`src/rtl/bridge16_pkg.sv`:
```
package bridge16_pkg;
    localparam int NUM_REGS  = 4;
    localparam int SEL_W     = $clog2(NUM_REGS);
    localparam int REG_COUNT = 0;
    localparam int REG_CMPA  = 1;
    localparam int REG_CMPB  = 2;
    localparam int REG_CAPT  = 3;
    // registers that software may write; capture is read-only
    localparam logic [NUM_REGS-1:0] WRITABLE = 4'b0111;
endpackage

```
`src/rtl/bridge16_decode.sv`:
```
module bridge16_decode
    import bridge16_pkg::*;
#(
    parameter int ADDR_W = SEL_W + 1
) (
    input  logic [ADDR_W-1:0]   bus_addr,
    input  logic                bus_rd,
    input  logic                bus_wr,
    output logic [NUM_REGS-1:0] sel_oh,
    output logic                is_high,
    output logic                rd_act,
    output logic                wr_act
);
    logic [SEL_W-1:0] sel;
    assign sel     = bus_addr[ADDR_W-1:1];
    assign is_high = bus_addr[0];

    for (genvar g = 0; g < NUM_REGS; g++) begin : g_sel
        assign sel_oh[g] = (sel == SEL_W'(g));
    end

    always_comb begin
        // a write takes the cycle; a concurrent read is dropped
        rd_act = bus_rd && !bus_wr;
        wr_act = bus_wr && ((sel_oh & WRITABLE) != '0);
    end
endmodule

```
`src/rtl/bridge16_temp.sv`:
```
module bridge16_temp #(
    parameter int BYTE_W = 8
) (
    input  logic              clk,
    input  logic              rst_n,
    input  logic              load_wr,
    input  logic [BYTE_W-1:0] wdata,
    input  logic              load_rd,
    input  logic [BYTE_W-1:0] live_high,
    output logic [BYTE_W-1:0] temp_o
);
    typedef struct packed {
        logic [BYTE_W-1:0] temp;
    } temp_state_t;

    temp_state_t st_d, st_q;

    always_comb begin
        st_d = st_q;
        if (load_wr) begin
            st_d.temp = wdata;
        end else if (load_rd) begin
            st_d.temp = live_high;
        end
    end

    always_ff @(posedge clk) begin
        if (!rst_n) begin
            st_q <= '0;
        end else begin
            st_q <= st_d;
        end
    end

    assign temp_o = st_q.temp;
endmodule

```
`src/rtl/bridge16_regfile.sv`:
```
module bridge16_regfile
    import bridge16_pkg::*;
#(
    parameter int BYTE_W = 8,
    localparam int WORD_W = 2 * BYTE_W
) (
    input  logic                             clk,
    input  logic                             rst_n,
    input  logic [NUM_REGS-1:0]              commit_sel,
    input  logic [BYTE_W-1:0]                temp,
    input  logic [BYTE_W-1:0]                wdata,
    input  logic                             cnt_inc,
    input  logic                             cap_load,
    output logic [NUM_REGS-1:0][WORD_W-1:0]  regs_o,
    output logic [NUM_REGS-1:0]              commit_o
);
    typedef struct packed {
        logic [NUM_REGS-1:0][WORD_W-1:0] regs;
        logic [NUM_REGS-1:0]             commit;
    } rf_state_t;

    rf_state_t st_d, st_q;

    always_comb begin
        st_d        = st_q;
        st_d.commit = '0;
        for (int k = 0; k < NUM_REGS; k++) begin
            if (commit_sel[k]) begin
                // bus commit has priority over timer-side updates
                st_d.regs[k]   = {temp, wdata};
                st_d.commit[k] = 1'b1;
            end else if (k == REG_COUNT && cnt_inc) begin
                st_d.regs[k] = st_q.regs[k] + WORD_W'(1);
            end else if (k == REG_CAPT && cap_load) begin
                st_d.regs[k] = st_q.regs[REG_COUNT];
            end
        end
    end

    always_ff @(posedge clk) begin
        if (!rst_n) begin
            st_q <= '0;
        end else begin
            st_q <= st_d;
        end
    end

    assign regs_o   = st_q.regs;
    assign commit_o = st_q.commit;
endmodule

```
`src/rtl/bridge16_access.sv`:
```
module bridge16_access
    import bridge16_pkg::*;
#(
    parameter int BYTE_W = 8,
    localparam int WORD_W = 2 * BYTE_W,
    localparam int ADDR_W = SEL_W + 1
) (
    input  logic                clk,
    input  logic                rst_n,
    input  logic [ADDR_W-1:0]   bus_addr,
    input  logic                bus_rd,
    input  logic                bus_wr,
    input  logic [BYTE_W-1:0]   bus_wdata,
    output logic [BYTE_W-1:0]   bus_rdata,
    input  logic                cnt_inc,
    input  logic                cap_load,
    output logic [WORD_W-1:0]   count_o,
    output logic [WORD_W-1:0]   cmpa_o,
    output logic [WORD_W-1:0]   cmpb_o,
    output logic [WORD_W-1:0]   capt_o,
    output logic [NUM_REGS-1:0] commit_o
);
    logic [NUM_REGS-1:0]             sel_oh;
    logic                            is_high;
    logic                            rd_act;
    logic                            wr_act;
    logic [NUM_REGS-1:0]             commit_sel;
    logic [BYTE_W-1:0]               temp_q;
    logic [NUM_REGS-1:0][WORD_W-1:0] regs;
    logic [WORD_W-1:0]               sel_word;

    bridge16_decode #(.ADDR_W(ADDR_W)) u_decode (
        .bus_addr (bus_addr),
        .bus_rd   (bus_rd),
        .bus_wr   (bus_wr),
        .sel_oh   (sel_oh),
        .is_high  (is_high),
        .rd_act   (rd_act),
        .wr_act   (wr_act)
    );

    assign commit_sel = (wr_act && !is_high) ? sel_oh : '0;

    // word of the addressed register
    always_comb begin
        sel_word = '0;
        for (int k = 0; k < NUM_REGS; k++) begin
            sel_word |= sel_oh[k] ? regs[k] : '0;
        end
    end

    bridge16_temp #(.BYTE_W(BYTE_W)) u_temp (
        .clk       (clk),
        .rst_n     (rst_n),
        .load_wr   (wr_act && is_high),
        .wdata     (bus_wdata),
        .load_rd   (rd_act && !is_high),
        .live_high (sel_word[WORD_W-1:BYTE_W]),
        .temp_o    (temp_q)
    );

    bridge16_regfile #(.BYTE_W(BYTE_W)) u_regfile (
        .clk        (clk),
        .rst_n      (rst_n),
        .commit_sel (commit_sel),
        .temp       (temp_q),
        .wdata      (bus_wdata),
        .cnt_inc    (cnt_inc),
        .cap_load   (cap_load),
        .regs_o     (regs),
        .commit_o   (commit_o)
    );

    always_comb begin
        if (!rd_act) begin
            bus_rdata = '0;
        end else if (is_high) begin
            bus_rdata = temp_q;
        end else begin
            bus_rdata = sel_word[BYTE_W-1:0];
        end
    end

    assign count_o = regs[REG_COUNT];
    assign cmpa_o  = regs[REG_CMPA];
    assign cmpb_o  = regs[REG_CMPB];
    assign capt_o  = regs[REG_CAPT];
endmodule

```
`config.mk`:
```
export PLATFORM = sky130hd
export DESIGN_NAME = bridge16_access
export DESIGN_NICKNAME = d
export VERILOG_FILES = /design/src/rtl/bridge16_pkg.sv /design/src/rtl/bridge16_decode.sv /design/src/rtl/bridge16_temp.sv /design/src/rtl/bridge16_regfile.sv /design/src/rtl/bridge16_access.sv
export SDC_FILE = /design/constraint.sdc
export NUM_CORES = 1
export LEC_CHECK = 0
export BUFFER_PORTS_ARGS = -buffer_cell sky130_fd_sc_hd__buf_2
export CAP_MARGIN = 40
export CORE_UTILIZATION = 47
export CTS_CLUSTER_SIZE = 10
export DETAILED_ROUTE_END_ITERATION = 6
export PLACE_DENSITY = 0.75
export SLEW_MARGIN = 20
export SYNTH_ARGS = -nofsm -noshare
export SYNTH_HDL_FRONTEND = slang
export SYNTH_SLANG_ARGS = --single-unit
```
`constraint.sdc`:
```
create_clock -name clk -period 1.2 [get_ports clk]
set_input_delay 0.12 -clock clk [delete_from_list [all_inputs] [get_ports clk]]
set_output_delay 0.12 -clock clk [all_outputs]
set_load 0.02 [all_outputs]
```
# After elaboration in Yosys (flattened, before gate mapping)
# Cells that the tools add are included.
[word_totals]
wordCells = 42
output_inout_bits = 76
inputBits = 17
regBits = 76
[classes]
n_addsub = 1
bitwise_logic = 3
n_eq_ne = 3
mux = 17
n_reduce_logical = 12
[ops]
columns = ["operator", "n"]
rows = [
  ["$mux W16", 8],
  ["$or A16 B16 Y16", 3],
  ["$mux W8", 4],
  ["$add A16 B1 Y16 const B", 1],
  ["$reduce_bool A2 Y1", 3],
  ["$logic_and A1 B1 Y1", 5],
  ["$eq A2 B2 Y1 const B", 2],
  ["$mux W1", 4],
  ["$mux W4", 1],
  ["$reduce_bool A4 Y1", 1],
  ["$eq A2 B1 Y1 const B", 1],
  ["$logic_not A1 Y1", 2],
  ["$logic_not A2 Y1", 1],
]

# Longest topological paths before layout
# Gate-level depths: netlist of the first run.
[logic_depth]
word_depth = 7
depth_mapped = 6
ltp_nobuf = 5

# Cells and area by module
# Synthesis of the first run repeated with hierarchy kept, for this count alone.
[unflattened]
hier_cells = 413
area_unflattened_um2 = 3978.8
[by_module_without_submodules]
columns = ["module", "seq_area_each_um2", "instances", "cells_per_inst", "area_each_um2"]
rows = [
  ["bridge16_regfile", 1361.3, 1, 298, 2930.3],
  ["bridge16_access", 0.0, 1, 73, 560.5],
  ["bridge16_temp", 160.2, 1, 35, 440.4],
  ["bridge16_decode", 0.0, 1, 7, 47.5],
]

# Least setup slack after synthesis of the first run
# No wires, ideal clock.
[synth_timing]
kind = "register -> register"
startpoint = "register u_regfile.st_q (netlist bit u_regfile.regs_o[0])"
endpoint = "register u_regfile.st_q (netlist bit u_regfile.regs_o[8])"
setup_slack_ns = -0.226
arrival_ns = 1.307
path_buffers = 0
synth_period_minus_slack_ns = 1.426
stages_incl_launch_ff = 6
t_required_ns = 1.081
setup_ns = 0.119
cell_sequence = "dfxtp_1 -> ha_1 -> nand3_1 -> nor3_1 -> xnor2_1 -> a21oi_1"
[synth_between]
elab_chain_cells = 3
[synth_rtl]
columns = ["item", "line", "source"]
rows = [
  ["from (decl)", "bridge16_regfile.sv:22", "rf_state_t st_d, st_q;"],
  ["from (signal assigned)", "bridge16_regfile.sv:44", "st_q <= st_d;"],
  ["$add A16 B1 Y16", "bridge16_regfile.sv:33", "st_d.regs[k] = st_q.regs[k] + WORD_W'(1);"],
  ["$mux W16", "bridge16_regfile.sv:32", "end else if (k == REG_COUNT && cnt_inc) begin"],
  ["$mux W16", "bridge16_regfile.sv:28", "if (commit_sel[k]) begin"],
]
# No other way between the ends. The select of a mux whose other input is x is not followed.
# A chain may end at the register's enable or synchronous reset.

# Worst setup path after layout of the first run
[layout_timing]
startpoint = "register u_regfile.st_q (netlist bit u_regfile.regs_o[50])"
endpoint = "output port bus_rdata[2]"
[layout_between]
elab_chain_cells = 4
[layout_rtl]
columns = ["item", "line", "source"]
rows = [
  ["$mux W16", "bridge16_access.sv:48", "sel_word |= sel_oh[k] ? regs[k] : '0;"],
  ["$or A16 B16 Y16", "bridge16_access.sv:48", ""],
  ["$mux W8", "bridge16_access.sv:77", "end else if (is_high) begin"],
  ["$mux W8", "bridge16_access.sv:75", "if (!rd_act) begin"],
  ["to (decl)", "bridge16_access.sv:14", "output logic [BYTE_W-1:0] bus_rdata,"],
]
# No other way between the ends.

==> impl_metrics.py, run 1 <==
metrics = {
    "status": {
        "run_status": "complete, but fails checks",
        "violations": "negative setup slack",
    },
    "yosys": {
        "synth.distinct_cells": 37,
        "synth_fp_nets": 400,
        "yosysSeqAreaShare_pct": 43.0,
        "synth-edff-count": 0,
        "postSynthCellCount": 382,
        "synth.avg_cell_area_um2": 9.26,
        "ys_ff_latch": 76,
        "ys_warn_count": 0,
        "ys.flop_type": "dfxtp_1",
        "syn_area_um2": 3540,
        "ys_async_sr_fraction_pct": 0,
    },
    "timing": {
        "fin_crit_sh_pct": 144,
        "finalSetupViolCount": 29,
        "hold_ws_ps": 35.3,
        "rsz0062_at_grt": "true",
        "setup_ws_ps": -531,
        "fin_setup_tns_ps": -6970,
        "skew_ps": 15.3,
        "max_freq_mhz": 578,
        "period_minus_slack_ps": 1730,
        "slew_violations": 0,
        "hold_viol_final": 0,
    },
    "cells_and_area": {
        "num_antenna_cells": 0,
        "drive_above_1_share_pct": 49.6,
        "stdcell_area_um2": 5380,
        "final_cells": 659,
        "post-route-util_pct": 74.1,
        "nets": 573,
        "area_growth_pct": 52.0,
        "multiInputGateArea_um2": 2020,
        "regArea_um2": 1570,
        "fillers": 483,
    },
    "global_route": {
        "grt.overflow.total": 0,
        "antenna_found_initial": 0,
        "grt_max_degree": 36,
        "grt_usage_pct": 31.2,
        "grt_pass1_wl_um": 17900,
        "grt_pass1_vias": 3354,
    },
    "power_and_ir_drop": {
        "p_total_mw": 5.63,
        "p_seq_share_pct": 47.0,
        "power_leakage_nw": 2.41,
        "p_per_area_nw_per_um2": 1050,
        "intPower_mw": 4.07,
        "swShare_pct": 27.7,
        "p_clk_share_pct": 37.4,
        "vdd_drop_max_mv": 0.558,
        "switching_power_mw": 1.56,
        "combPwrFrac_pct": 15.6,
    },
    "drt": {
        "drt_pass1_iterations": 5,
        "post_drt_wl_per_cell_um": 20.0,
        "drc_errors": 0,
        "drtIter0Drc": 392,
        "post_drt_via_cell_ratio": 5.85,
        "num_vias": 3857,
        "ant_nets": 0,
        "routed_wl_um": 13200,
    },
    "clocking": {
        "cts_tree": "built",
        "clk_pin_slew_ps": 80,
        "clock_latency_ps": 360,
        "numCtsBuffers": 9,
        "htreeDepth": 3,
        "clockBufferDepth": 2,
        "clock_sinks": 76,
        "root_buffer": "clkbuf_8",
    },
    "die": {
        "fp.dieArea_um2": 7880,
        "die_y_um": 88.8,
        "die_x_um": 88.8,
        "ios": 93,
        "core-area_um2": 7250,
        "rows": 31,
        "start_util_pct": 48.8,
    },
    "critical_path": {
        "worstSetupStartpoint": "u_regfile.regs_o[50]$_SDFFE_PN0P_",
        "r2r-start": "u_regfile.regs_o[0]$_SDFFE_PN0P_",
        "crit_path_max_fanout": 2,
        "cp.required_ps": 1080,
        "worstPathArrival_ps": 1610,
        "worstSetupPathType": "register to output pin",
        "crit_path_start_kind": "register",
        "end_kind": "output pin",
    },
    "place": {
        "place_ws_ps": -372,
        "place_congestion": 0.892,
        "dpl-instance-area_um2": 4680,
        "place_hpwl_um": 8220,
        "portBuffers": 92,
        "dpl.cell_count": 626,
    },
    "run": {
        "cap_violations": 0,
    },
    "worst_hold_path": {
        "min_from": "bus_wdata[7]",
        "hold_class": "input pin to register",
    },
}
area by class of cell:
type	count	area share (%)
inverters	4	0.279
clock buffers	11	2.84
repair buffers	190	26.6
clock inverters	5	1.05
multi-input cells	274	37.6
flip-flops and latches	76	29.3
well taps	99	2.30
synthesized netlist by cell type, drive strengths merged (2+ instances only):
master | number | share of area [%]
o21ai | 11 | 1.6
a22oi | 8 | 1.7
nor4 | 3 | 1.1
xor2 | 3 | 0.74
nor2 | 37 | 3.9
a31oi | 2 | 0.53
a211oi | 5 | 1.1
nor3b | 2 | 0.71
mux4 | 16 | 10
dfxtp | 76 | 43
clkbuf | 10 | 1.4
nand2 | 79 | 8.4
mux2i | 25 | 7.1
xnor2 | 11 | 2.7
nand4 | 7 | 2.0
nand2b | 2 | 0.35
buf | 18 | 3.6
nand3 | 2 | 0.28
nor3 | 4 | 0.57
a21oi | 50 | 7.1
inv | 4 | 0.42
final timing paths:
kind | slack (ps) | to | cells after the start
setup / recovery | -530 | bus_rdata[2] | 4
setup reg to reg | -360 | u_regfile.regs_o[6]$_SDFFE_PN0P_ | 8
hold / removal | 40 | u_regfile.regs_o[39]$_SDFFE_PN0P_ | 3
hold reg to reg | 480 | u_regfile.regs_o[46]$_SDFFE_PN0P_ | 2
layout by cell type, fill, tap and decap left out, types with 3 or more instances in the layout:
master / n
buf_2: 78
nand2_1: 74
buf_4: 70
dfxtp_1: 56
a21oi_1: 46
buf_6: 35
nor2_1: 33
mux2i_1: 24
mux4_2: 16
o21ai_0: 11
dfxtp_4: 11
xnor2_1: 9
clkbuf_8: 9
dfxtp_2: 9
a22oi_1: 8
nand2_2: 5
buf_12: 5
a21oi_2: 4
nand4_1: 4
nand4_4: 3
nor4_4: 3
inv_1: 3
nor3_4: 3
a211oi_1: 3
metal layers:
metal | wire length (µm) | GRT usage [%] | up-vias
met5 | 0 | 0 | -
met3 | 1070 | 4.38 | 63
met4 | 646 | 16.6 | 0
li1 | - | - | 1674
met1 | 5140 | 42.2 | 1861
met2 | 6290 | 48.4 | 259
timing repair:
| item | 4_1_cts | 5_1_grt |
|---|---|---|
| setup endpoints to repair | 21 | 45 |
| hold buffers | 0 | 0 |
| pin swaps | 14 | 24 |
| gates resized for setup | 46 | 48 |
| buffers inserted | 8 | 14 |
cells by family (layout without fill, tap and decap cells):
group	count (synthesis)	in the layout	synth area share [%]
AO/OA/AOI/OAI	77	77	12.2
XOR/XNOR	14	14	3.47
adder cells (fa/ha/maj)	1	1	0.354
buffers and inverters	32	210	5.41
flip-flops	76	76	43.0
multiplexers	41	41	17.3
other	1	1	0.106
AND/OR/NAND/NOR	140	140	18.2
worst max-delay path: stages (launching register included):
cell	delay (ps)
dfxtp_2	340
mux4_2	520
mux2i_1	150
nor2_1	70
buf_4	170
power by group through the flow:
stage	clock network [mW]	logic, mW	registers (mW)
2_1_floorplan	0	0.325	2.77
3_3_place_gp	0	0.703	2.70
3_5_place_dp	0	0.720	2.70
4_1_cts	2.08	0.791	2.64
5_1_grt	2.21	0.924	2.64
6_report	2.10	0.880	2.64
registers in the layout (all words and copies together), names as in the netlist:
name and count:
u_regfile.commit_o 4, u_regfile.regs_o 64, u_temp.temp_o 8
Power figures use the tool's default switching activity.
==> inputs of run 2 (changes only) <==
--- a/config.mk
+++ b/config.mk
@@ -5,7 +5,7 @@
 export SDC_FILE = /design/constraint.sdc
 export NUM_CORES = 1
 export LEC_CHECK = 0
-export BUFFER_PORTS_ARGS = -buffer_cell sky130_fd_sc_hd__buf_2
+export BUFFER_PORTS_ARGS = -buffer_cell sky130_fd_sc_hd__clkbuf_2
 export CAP_MARGIN = 40
 export CORE_UTILIZATION = 47
 export CTS_CLUSTER_SIZE = 10
==> impl_metrics.py, run 2 (synthesis gave the netlist of run 1 again) <==
metrics = {
    "clocking": {
        "numCtsBuffers": 9,
        "cts_hold_buffers": 0,
        "cts_tree": "built",
        "root_buffer": "clkbuf_8",
        "clock_latency_ps": 360,
        "clock_sinks": 76,
        "htreeDepth": 3,
        "clockBufferDepth": 2,
        "clk_pin_slew_ps": 80,
    },
    "drt": {
        "num_vias": 3806,
        "dr_wl_met2_um": 6020,
        "ant_nets": 0,
        "post_drt_wl_per_cell_um": 19.0,
        "drtIter0Drc": 343,
        "wl_met1_um": 4930,
        "top_layer_used": "met4",
        "routed_wl_um": 12500,
        "drt_pass1_iterations": 5,
        "drc_errors": 0,
        "post_drt_via_cell_ratio": 5.79,
        "wl_met3_um": 981,
    },
    "place": {
        "place_ws_ps": -198,
        "dpl-instance-area_um2": 4650,
        "portBuffers": 92,
        "dpl.cell_count": 620,
        "place_hpwl_um": 8070,
        "place_congestion": 0.872,
    },
    "global_route": {
        "grt_pass1_wl_um": 18200,
        "antenna_found_initial": 0,
        "grt_pass1_vias": 3382,
        "grt_max_degree": 62,
        "grt.overflow.total": 0,
        "grt_usage_pct": 31.6,
    },
    "cells_and_area": {
        "stdcell_area_um2": 5370,
        "final_cells": 657,
        "fillers": 470,
        "layout_commonest_cell": "nand2_1",
        "multiInputGateArea_um2": 1990,
        "nets": 571,
        "final_cell_mix": "78 x nand2_1, 75 x clkbuf_2, 69 x buf_4",
        "largest_register_ff_count": 64,
        "drive_above_1_share_pct": 47.7,
        "regArea_um2": 1570,
        "num_antenna_cells": 0,
        "area_growth_pct": 51.8,
    },
    "critical_path": {
        "cpMaxStageDelayCell": "mux4_2",
        "cpPeakStageDelay_ps": 460,
        "crit_path_max_fanout": 2,
        "crit_path_start_kind": "register",
        "worstPathArrival_ps": 1570,
        "cp_cell_sequence": "mux4_2, mux2i_1, nor2_1, buf_4",
        "worstSetupPathType": "register to output pin",
        "end_kind": "output pin",
        "crit_family": "multiplexers",
        "worst-path-buf-inv": 1,
        "cp.required_ps": 1080,
    },
    "timing": {
        "setup_ws_ps": -491,
        "hold_viol_final": 0,
        "fin_crit_sh_pct": 141,
        "max_freq_mhz": 591,
        "finalSetupViolCount": 25,
        "skew_ps": 12.1,
        "period_minus_slack_ps": 1690,
        "rsz0062_at_grt": "true",
        "slew_violations": 0,
    },
    "die": {
        "die_y_um": 88.8,
        "ios": 93,
        "rows": 31,
        "die_x_um": 88.8,
        "start_util_pct": 48.8,
        "core-area_um2": 7250,
        "fp.dieArea_um2": 7880,
    },
    "power_and_ir_drop": {
        "vdd_drop_max_mv": 0.652,
        "power_leakage_nw": 2.38,
        "p_per_area_nw_per_um2": 1040,
    },
    "run": {
        "cap_violations": 0,
    },
    "status": {
        "violations": "negative setup slack",
        "run_status": "complete, but fails checks",
    },
    "worst_hold_path": {
        "hold_class": "input pin to register",
    },
}
-- run 2: cell count changes in the layout (fill, tap and decap cells not counted), moves of 3 or more --
cell	delta
a21oi_1	+3
nand2_1	+4
a21oi_2	-3
buf_6	-4
buf_2	-78
nand2_2	-4
clkbuf_2	+75
-- run 2: final cells by class --
cell class	instances	area share, %
clock buffers	11	2.84
clock inverters	5	1.05
inverters	4	0.280
multi-input cells	275	37.1
flip-flops and latches	76	29.3
well taps	99	2.31
repair buffers	187	27.1
-- run 2: path summary, 6_finish.rpt --
kind | from | end | slack [ps] | cells past startpoint
worst min-delay path | bus_wdata[3] | u_regfile.regs_o[19]$_SDFFE_PN0P_ | 40 | 3
worst max register to register | u_regfile.regs_o[4]$_SDFFE_PN0P_ | u_regfile.regs_o[15]$_SDFFE_PN0P_ | -280 | 6
worst max-delay path | u_regfile.regs_o[3]$_SDFFE_PN0P_ | bus_rdata[3] | -490 | 4
worst min register to register | u_regfile.regs_o[40]$_SDFFE_PN0P_ | u_regfile.regs_o[40]$_SDFFE_PN0P_ | 480 | 2
-- run 2: metrics by stage --
| step | setup TNS [ps] | utilization [%] | total power [mW] | hold WS, ps |
|---|---|---|---|---|
| 4_1_cts | -5070 | 71.3 | 5.53 | 38.9 |
| 3_5_place_dp | -3320 | 64.1 | 3.42 | 409 |
| 5_1_grt | -6660 | 74.0 | 5.76 | 56.6 |
| 3_3_place_gp | -2740 | 64.1 | 3.41 | 413 |
| 6_report | -5760 | 74.0 | 5.61 | 39.2 |
| 2_1_floorplan | -120 | - | 3.10 | 251 |
-- run 2: worst register-to-register path: stages, from the launching register on --
cell     delay [ps]
dfxtp_4         360
buf_6           120
buf_12          100
nand4_4         120
nor4_4          340
xnor2_1         220
a21oi_1         110
-- run 2: report_power, final --
| part | switching, mW | internal (mW) |
|---|---|---|
| Sequential | 0.0583 | 2.58 |
| Combinational | 0.471 | 0.400 |
| Clock | 1.01 | 1.09 |
| Total | 1.54 | 4.07 |
-- run 2: timing repair --
action,CTS,global route
gates cloned,1,0
gates resized for setup,47,51
setup endpoints to repair,20,34
pin swaps,24,17
setup buffers,11,13
-- run 2: per-layer routing --
metal  global-route usage (%)  vias up
met5                        0        -
met4                     15.5        0
met3                     5.32       55
met2                     51.5      229
met1                     40.8     1844
li1                         -     1678
==> inputs of run 3 (changes only) <==
--- a/config.mk
+++ b/config.mk
@@ -10,6 +10,7 @@
 export CORE_UTILIZATION = 47
 export CTS_CLUSTER_SIZE = 10
 export DETAILED_ROUTE_END_ITERATION = 6
+export GPL_TIMING_DRIVEN = 0
 export PLACE_DENSITY = 0.75
 export SLEW_MARGIN = 20
 export SYNTH_ARGS = -nofsm -noshare
==> impl_metrics.py, run 3 (synthesis gave the netlist of run 1 again) <==
metrics = {
    "status": {
        "run_status": "complete, but fails checks",
        "violations": "negative setup slack",
    },
    "drt": {
        "drc_errors": 0,
        "post_drt_via_cell_ratio": 5.72,
        "drtIter0Drc": 403,
        "drt_pass1_iterations": 7,
        "num_vias": 3484,
        "routed_wl_um": 11500,
        "post_drt_wl_per_cell_um": 18.9,
        "ant_nets": 0,
    },
    "critical_path": {
        "r2r-start": "u_regfile.regs_o[0]$_SDFFE_PN0P_",
        "worstSetupPathType": "register to output pin",
        "worstSetupStartpoint": "u_regfile.regs_o[0]$_SDFFE_PN0P_",
        "crit_path_max_fanout": 2,
        "crit_path_start_kind": "register",
        "worstPathArrival_ps": 1630,
        "end_kind": "output pin",
        "cp.required_ps": 1080,
    },
    "power_and_ir_drop": {
        "power_leakage_nw": 2.03,
        "p_per_area_nw_per_um2": 1140,
        "vdd_drop_max_mv": 0.590,
    },
    "place": {
        "portBuffers": 90,
        "place_congestion": 0.877,
        "place_hpwl_um": 7740,
    },
    "timing": {
        "skew_ps": 9.78,
        "setup_ws_ps": -553,
        "relSlewSlack_pct": 55.3,
        "hold_viol_final": 0,
        "rsz0062_at_grt": "true",
        "fin_crit_sh_pct": 146,
        "max_freq_mhz": 570,
        "finalSetupViolCount": 21,
        "hold_ws_ps": 55.6,
        "slew_violations": 0,
        "fin_setup_tns_ps": -6130,
        "period_minus_slack_ps": 1750,
        "tightest_slew_ps": 670,
    },
    "cells_and_area": {
        "final_cell_mix": "78 x nand2_1, 77 x clkbuf_2, 52 x dfxtp_1",
        "num_antenna_cells": 0,
        "largest_register_ff_count": 64,
        "area_growth_pct": 35.4,
        "layout_commonest_cell": "nand2_1",
        "drive_above_1_share_pct": 41.2,
        "fillers": 593,
        "nets": 523,
    },
    "clocking": {
        "numCtsBuffers": 9,
        "clk_pin_slew_ps": 80,
        "clock_latency_ps": 350,
        "cts_hold_buffers": 0,
        "root_buffer": "clkbuf_8",
        "clockBufferDepth": 2,
        "htreeDepth": 3,
        "clock_sinks": 76,
        "cts_tree": "built",
    },
    "run": {
        "cap_violations": 0,
    },
    "die": {
        "die_x_um": 88.8,
        "ios": 93,
        "fp.dieArea_um2": 7880,
        "core-area_um2": 7250,
        "die_y_um": 88.8,
        "rows": 31,
        "start_util_pct": 48.8,
    },
    "global_route": {
        "grt_pass1_wl_um": 17000,
        "grt.overflow.total": 0,
        "grt_max_degree": 14,
        "grt_usage_pct": 29.6,
        "antenna_found_initial": 0,
        "grt_pass1_vias": 3050,
    },
    "worst_hold_path": {
        "min_from": "bus_wdata[6]",
        "hold_class": "input pin to register",
    },
}
[run 3: cell count changes in the layout (fill, tap and decap cells not counted), sizes merged]
cell      delta
inv          -1
buf         -58
clkbuf      +10
clkinvlp     +1
[run 3: routing by layer]
layer,share of wire (%),vias to the layer above,track usage [%]
met2,49,196,48.0
met5,0,-,0
li1,-,1582,-
met4,1.8,0,8.36
met1,41,1685,40.8
met3,7.9,21,5.22
[run 3: what timing repair did]
item                       in CTS  in global routing
gates resized for setup        34                 32
setup endpoints to repair      18                 38
cloned                          1                  0
pin swaps                      10                 25
buffers inserted               15                  7
[run 3: layout make-up]
type                    count  area [µm²]  area share (%)
multi-input cells         275        1980            41.4
clock inverters             5        57.6            1.20
repair buffers            112         694            14.5
clock buffers              11         151            3.16
well taps                  99         124            2.59
plain buffers              27         193            4.02
inverters                   4        15.0           0.313
flip-flops and latches     76        1570            32.9
[run 3: worst paths after layout]
path,endpoint,slack [ps],depth (start not counted)
hold reg to reg,u_regfile.regs_o[35]$_SDFFE_PN0P_,480,2
setup / recovery,bus_rdata[0],-550,4
hold / removal,u_regfile.regs_o[38]$_SDFFE_PN0P_,60,3
setup reg to reg,u_regfile.regs_o[12]$_SDFFE_PN0P_,-240,7
[run 3: worst max-delay path: stages (launching register included)]
cell and delay, ps:
dfxtp_4 350, mux4_2 500, mux2i_2 210, nor2_2 70, clkbuf_8 160
[run 3: metrics by stage]
stage / util, % / power, mW / worst slack, ps / cell area [µm²] / cells
after floorplan: - / 3.10 / -25.0 / 3610 / 382
after global placement: 57.8 / 3.30 / -510 / 4190 / 571
after detailed placement: 57.8 / 3.32 / -555 / 4190 / 571
after CTS: 64.3 / 5.38 / -535 / 4660 / 603
after global routing: 66.1 / 5.62 / -570 / 4790 / 609
final: 66.1 / 5.45 / -553 / 4790 / 609
[run 3: power breakdown]
group	internal [mW]	total (mW)	switching, mW
sequential	2.58	2.66	0.0765
clock	1.08	2.07	0.990
combinational	0.297	0.721	0.424
